### src/rtl/snoop_write_pkg.sv
// Package: shared widths and decode offsets for the read-timed write block.
// Assumes a 13-bit cartridge-port address whose bit 12 selects the cartridge.
package snoop_write_pkg;
    localparam int ADDR_W  = 13;
    localparam int DATA_W  = 8;
    localparam int OFS_W   = 12;
    localparam logic [OFS_W-1:0] CTRL_OFS = 12'hFF8;
    localparam logic [OFS_W-1:0] STAT_OFS = 12'hFF9;
    localparam logic [3:0]       TRIG_HI  = 4'h0;
endpackage

### src/rtl/snoop_addr_track.sv
// Module: remembers the address of the last valid bus cycle and flags a
// change. Assumes bus_valid marks exactly one clock per bus cycle; idle
// clocks neither compare nor update the stored address.
module snoop_addr_track
    import snoop_write_pkg::*;
(
    input  logic              clk,
    input  logic              rst_n,
    input  logic              bus_valid,
    input  logic [ADDR_W-1:0] addr,
    output logic              addr_changed
);
    logic [ADDR_W-1:0] prev_q;
    logic              seen_q;

    // Keep the most recent valid address and note that one exists.
    always_ff @(posedge clk) begin
        if (!rst_n) begin
            prev_q <= '0;
            seen_q <= 1'b0;
        end else if (bus_valid) begin
            prev_q <= addr;
            seen_q <= 1'b1;
        end
    end

    // A change needs a valid cycle and a prior valid address that differs.
    always_comb addr_changed = bus_valid && seen_q && (addr != prev_q);
endmodule

### src/rtl/snoop_sequencer.sv
// Module: arm / count / commit sequencer. A trigger-page access arms it and
// latches the pending byte. It then counts address changes and valid cycles.
// It commits on the TRANS_COUNT-th change if that lands in [WIN_LO, WIN_HI].
// Assumes TRANS_COUNT <= WIN_HI.
module snoop_sequencer
    import snoop_write_pkg::*;
#(
    parameter int TRANS_COUNT = 5,
    parameter int WIN_LO      = 4,
    parameter int WIN_HI      = 6
) (
    input  logic              clk,
    input  logic              rst_n,
    input  logic              bus_valid,
    input  logic [ADDR_W-1:0] addr,
    input  logic              addr_changed,
    output logic              commit,
    output logic [DATA_W-1:0] pending
);
    localparam int CW = $clog2(WIN_HI + 2);
    localparam logic [CW-1:0] LAST_T = CW'(TRANS_COUNT - 1);
    localparam logic [CW-1:0] LO_C   = CW'(WIN_LO);
    localparam logic [CW-1:0] HI_C   = CW'(WIN_HI);

    logic          armed_q;
    logic [CW-1:0] tcnt_q;
    logic [CW-1:0] cyc_q;
    logic [CW-1:0] idx;
    logic          is_trig;
    logic          last_t;
    logic          in_win;

    // Decode the trigger page, the current cycle number and the window.
    always_comb begin
        is_trig = bus_valid && addr[ADDR_W-1] && (addr[OFS_W-1:8] == TRIG_HI);
        idx     = cyc_q + 1'b1;
        last_t  = armed_q && addr_changed && (tcnt_q == LAST_T);
        in_win  = (idx >= LO_C) && (idx <= HI_C);
        commit  = last_t && in_win && addr[ADDR_W-1] && !is_trig;
    end

    // Arm on the trigger page, count while armed, disarm at target or window end.
    always_ff @(posedge clk) begin
        if (!rst_n) begin
            armed_q <= 1'b0;
            pending <= '0;
            tcnt_q  <= '0;
            cyc_q   <= '0;
        end else if (is_trig) begin
            armed_q <= 1'b1;
            pending <= addr[DATA_W-1:0];
            tcnt_q  <= '0;
            cyc_q   <= '0;
        end else if (bus_valid && armed_q) begin
            if (last_t || idx >= HI_C) begin
                armed_q <= 1'b0;
            end else begin
                tcnt_q <= tcnt_q + CW'(addr_changed);
                cyc_q  <= idx;
            end
        end
    end
endmodule

### src/rtl/snoop_bus_drive.sv
// Module: turns a commit into a control load or a RAM write and serves the
// status read. Assumes commit only occurs on a valid cartridge access. The
// status offset always wins the data bus and is never written.
module snoop_bus_drive
    import snoop_write_pkg::*;
#(
    parameter int WE_BIT = 1
) (
    input  logic              clk,
    input  logic              rst_n,
    input  logic              bus_valid,
    input  logic [ADDR_W-1:0] addr,
    input  logic              tape_in,
    input  logic              commit,
    input  logic [DATA_W-1:0] pending,
    output logic [DATA_W-1:0] data_out,
    output logic              data_oe,
    output logic              ram_we,
    output logic [DATA_W-1:0] ctrl_q
);
    logic at_ctrl;
    logic at_stat;
    logic ram_go;

    // Decode this cycle's action from the offset and the write-enable bit.
    always_comb begin
        at_ctrl  = addr[OFS_W-1:0] == CTRL_OFS;
        at_stat  = bus_valid && addr[ADDR_W-1] && (addr[OFS_W-1:0] == STAT_OFS);
        ram_go   = commit && !at_ctrl && !at_stat && ctrl_q[WE_BIT];
        ram_we   = ram_go;
        data_oe  = at_stat || ram_go;
        if (at_stat)     data_out = {{(DATA_W-1){1'b0}}, tape_in};
        else if (ram_go) data_out = pending;
        else             data_out = '0;
    end

    // Load the control register when a commit lands on the control offset.
    always_ff @(posedge clk) begin
        if (!rst_n)                  ctrl_q <= '0;
        else if (commit && at_ctrl)  ctrl_q <= pending;
    end
endmodule

### src/rtl/snoop_write_ctl.sv
// Module: top of the read-timed write synthesizer. Wires the address
// tracker, the sequencer and the bus driver. Assumes a synchronous
// active-low reset and one bus_valid pulse per processor bus cycle.
module snoop_write_ctl
    import snoop_write_pkg::*;
#(
    parameter int TRANS_COUNT = 5,
    parameter int WIN_LO      = 4,
    parameter int WIN_HI      = 6,
    parameter int WE_BIT      = 1
) (
    input  logic        clk,
    input  logic        rst_n,
    input  logic        bus_valid,
    input  logic [12:0] addr,
    input  logic        tape_in,
    output logic [7:0]  data_out,
    output logic        data_oe,
    output logic        ram_we,
    output logic [11:0] ram_addr,
    output logic [7:0]  ctrl_reg
);
    logic              addr_changed;
    logic              commit;
    logic [DATA_W-1:0] pending;

    snoop_addr_track u_track (
        .clk(clk), .rst_n(rst_n), .bus_valid(bus_valid), .addr(addr),
        .addr_changed(addr_changed)
    );

    snoop_sequencer #(
        .TRANS_COUNT(TRANS_COUNT), .WIN_LO(WIN_LO), .WIN_HI(WIN_HI)
    ) u_seq (
        .clk(clk), .rst_n(rst_n), .bus_valid(bus_valid), .addr(addr),
        .addr_changed(addr_changed), .commit(commit), .pending(pending)
    );

    snoop_bus_drive #(.WE_BIT(WE_BIT)) u_drive (
        .clk(clk), .rst_n(rst_n), .bus_valid(bus_valid), .addr(addr),
        .tape_in(tape_in), .commit(commit), .pending(pending),
        .data_out(data_out), .data_oe(data_oe), .ram_we(ram_we),
        .ctrl_q(ctrl_reg)
    );

    // RAM address follows the bus offset directly.
    always_comb ram_addr = addr[OFS_W-1:0];
endmodule

### config.mk
export PLATFORM = sky130hd
export DESIGN_NAME = snoop_write_ctl
export DESIGN_NICKNAME = d
export VERILOG_FILES = /design/src/rtl/snoop_write_pkg.sv /design/src/rtl/snoop_addr_track.sv /design/src/rtl/snoop_sequencer.sv /design/src/rtl/snoop_bus_drive.sv /design/src/rtl/snoop_write_ctl.sv
export SDC_FILE = /design/constraint.sdc
export NUM_CORES = 1
export LEC_CHECK = 0
export BUFFER_PORTS_ARGS = -buffer_cell sky130_fd_sc_hd__buf_2
export CELL_PAD_IN_SITES_DETAIL_PLACEMENT = 1
export CELL_PAD_IN_SITES_GLOBAL_PLACEMENT = 2
export CORE_AREA = 2 2 83 85
export DETAILED_ROUTE_END_ITERATION = 8
export DIE_AREA = 0 0 85 87
export HOLD_SLACK_MARGIN = 0.02
export MAX_ROUTING_LAYER = met4
export PLACE_DENSITY = 0.81
export SYNTH_ARGS = -nofsm -noshare
export SYNTH_HDL_FRONTEND = slang
export SYNTH_SLANG_ARGS = --single-unit
### constraint.sdc
create_clock -name clk -period 3 [get_ports clk]
set_input_delay 0.6 -clock clk [delete_from_list [all_inputs] [get_ports clk]]
set_output_delay 0.6 -clock clk [all_outputs]
set_load 0.02 [all_outputs]
==> results.cfg <==
[run_status]
outcome = complete, no violations

[sta]
fin_crit_sh_pct = 93.37
maxSlewViolCount = 0
grt_setup_unrepaired = false
hold_violations = 0
tightest_slew_ns = 0.6462
min_period_ns = 2.801
max_freq_mhz = 357.0
setup_violations = 0
final.setup.tns_ns = 0
timing.slew.headroom_pct = 56.76
finalClockSkew_ns = 0.006149

[logic_synthesis]
ys_types = 42
synthCells = 222
ys_ff_latch = 37
post_synth.cell_area_avg_um2 = 8.916
syn_area_um2 = 1979
yosys_warnings = 0
synth_edf_count = 0
synth-main-ff-cell = dfxtp_1
synth_sequential_area_ratio_pct = 37.42
synth.net_count = 242
async_flop_share_pct = 0

[clocking]
cts_buffer_depth = 2
path_clk_slew_ns = 0.08
cts_setup_buffers = 0
cts_buffers = 5
cts.htree.levels = 2
cts_root_buf = clkbuf_8
postCtsHoldBufs = 0
clock_latency_ns = 0.29
cts_tree = built
clock-sinks = 37

[power]
leakagePower_uw = 0.0009324
power_density_nw_per_um2 = 422.2
irDropWorstVdd_mv = 0.2227

[global_route]
grt_pass1_wl_mm = 8.542
track_usage_pct = 14.95
grt_overflow_total = 0
grt_pass1_vias = 1698
grt_max_degree = 24
antenna_found_initial = 0

[finish]
fin_area_um2 = 2325
finalCoreUtilization_pct = 35.39
area_growth_pct = 17.45
drive_above_1_share_pct = 27.10
nets = 281
n_antenna_cell = 0

[worst_setup_path]
path_class = reg2out
crit_arrival_ns = 2.20
cp-end-kind = primary output
worstPathMaxFanout = 8
worst_setup_path_start_kind = flop
cp.required_ns = 2.40

[route]
via_per_inst = 4.915
drt_first_pass_iters = 4
vias = 1681
avgRoutedWirePerCell_um = 15.18
drtIter0Drc = 90
routed_wl_mm = 5.190
postRouteAntennaNets = 0
drc = 0

[place]
gp_congestion = 0.7820
port_buffers = 46
dp_hpwl_mm = 3.789
place_area_um2 = 2207

[floorplan]
die_area_um2 = 7395
rows = 30
die_y_um = 87
core_region_area_um2 = 6569
die_width_um = 85
ios = 47
start_util_pct = 30.13

[min_path]
hp-class = reg2reg

[job]
drv_cap = 0
final timing paths:
path                          start           endpoint  depth (start not counted)  slack, ns
setup / recovery     u_seq.cyc_q[0]        data_out[3]                          8       0.20
hold / removal    u_drive.ctrl_q[4]  u_drive.ctrl_q[4]                          2       0.46
setup reg to reg  u_track.prev_q[1]    u_seq.tcnt_q[2]                          8       0.75
hold reg to reg   u_drive.ctrl_q[4]  u_drive.ctrl_q[4]                          2       0.46
synthesized netlist by cell type (2+ instances only):
master     n  area (um2)
nand2_1   38       142.6
dfxtp_1   37       740.7
mux2i_1   20       200.2
nor2_1    18       67.56
a21oi_1   13       65.06
xnor2_1   13       113.9
buf_4     12       90.09
and2_1     8       50.05
nand3_1    8       40.04
nand4_1    5       31.28
clkbuf_1   4       15.01
a32o_1     3       30.03
ha_1       3       37.54
nand2b_1   3       18.77
nand4b_1   3       26.28
a32oi_1    2       17.52
clkbuf_8   2       27.53
nand3b_1   2       15.01
nor2b_1    2       12.51
nor3b_1    2       15.01
nor4_1     2       12.51
nor4_4     2       42.54
per-layer routing:
| metal | wire (um) | global-route usage, % |
|---|---|---|
| met5 | 0 | - |
| met4 | 50 | 3.896 |
| met3 | 183 | 2.654 |
| met2 | 2340 | 22.66 |
| met1 | 2616 | 20.61 |
critical path, cell delays in order, from the launching register on:
cell and delay, ns:
dfxtp_2 0.38, ha_2 0.26, xor2_4 0.19, and3_2 0.22
nand4_1 0.17, nor4_4 0.20, buf_4 0.21, and2_1 0.13
buf_2 0.15
flip-flops by register name (all words and copies together) (netlist names):
signal	cells
u_seq.cyc_q	3
u_track.seen_q	1
u_seq.pending	8
u_drive.ctrl_q	8
u_seq.armed_q	1
u_track.prev_q	13
u_seq.tcnt_q	3
layout make-up:
cell class	count	area, um2
fill	779	4244
multi-input combinational	164	1117
sequential	37	742.0
timing repair buffer	52	275.3
tap	80	100.1
clock buffer	5	68.82
clock inverter	3	17.52
inverter	1	3.754
per-stage QoR:
| step | total power, uW | hold WS (ns) | worst slack (ns) | cells |
|---|---|---|---|---|
| global placement | 644.0 | 0.4398 | 0.2557 | 334 |
| floorplan | 611.7 | 0.4450 | 0.2065 | 222 |
| finish | 981.6 | 0.4578 | 0.1990 | 342 |
| detailed placement | 645.1 | 0.4543 | 0.2729 | 334 |
| CTS | 994.3 | 0.4665 | 0.04434 | 342 |
| global route | 1024 | 0.4911 | 0.06973 | 342 |
placed cells by master (no fill, tap or decap), types with 2 or more instances in the layout:
cell type   n
a21oi_1    13
nor4_1      2
xnor2_1    13
nor2_1     18
mux2i_1    20
buf_2      46
clkbuf_8    5
nand3_1     8
and2_1      8
nand2b_1    3
a32o_1      3
clkinv_2    2
dfxtp_1    36
nor4_4      3
nor3b_1     2
ha_1        2
nand4_1     5
buf_4       6
nor2b_1     2
nand4b_1    3
a32oi_1     2
nand3b_1    2
nand2_1    38
timing repair:
action | CTS | global route
setup endpoints to repair | 7 | 9
pin swaps | 0 | 1
resized for setup | 1 | 4
kinds of logic after synthesis:
family                     after synthesis  share of synthesized area (%)
and+or+nand+nor                        102                          28.19
AOI/OAI and AO/OA                       25                          8.534
muxes                                   20                          10.11
adders and majority gates                3                          1.897
xor gates and xnor gates                14                          6.195
DFF                                     37                          37.42
buffers and inverters                   21                          7.648
power by group:
part	internal [uW]	total (uW)	switching, uW
sequential	505	516	10.4
combinational	45.1	117	72.2
clock	160	349	188
total	711	982	271
No activity file was read; power rests on OpenSTA's default activity.
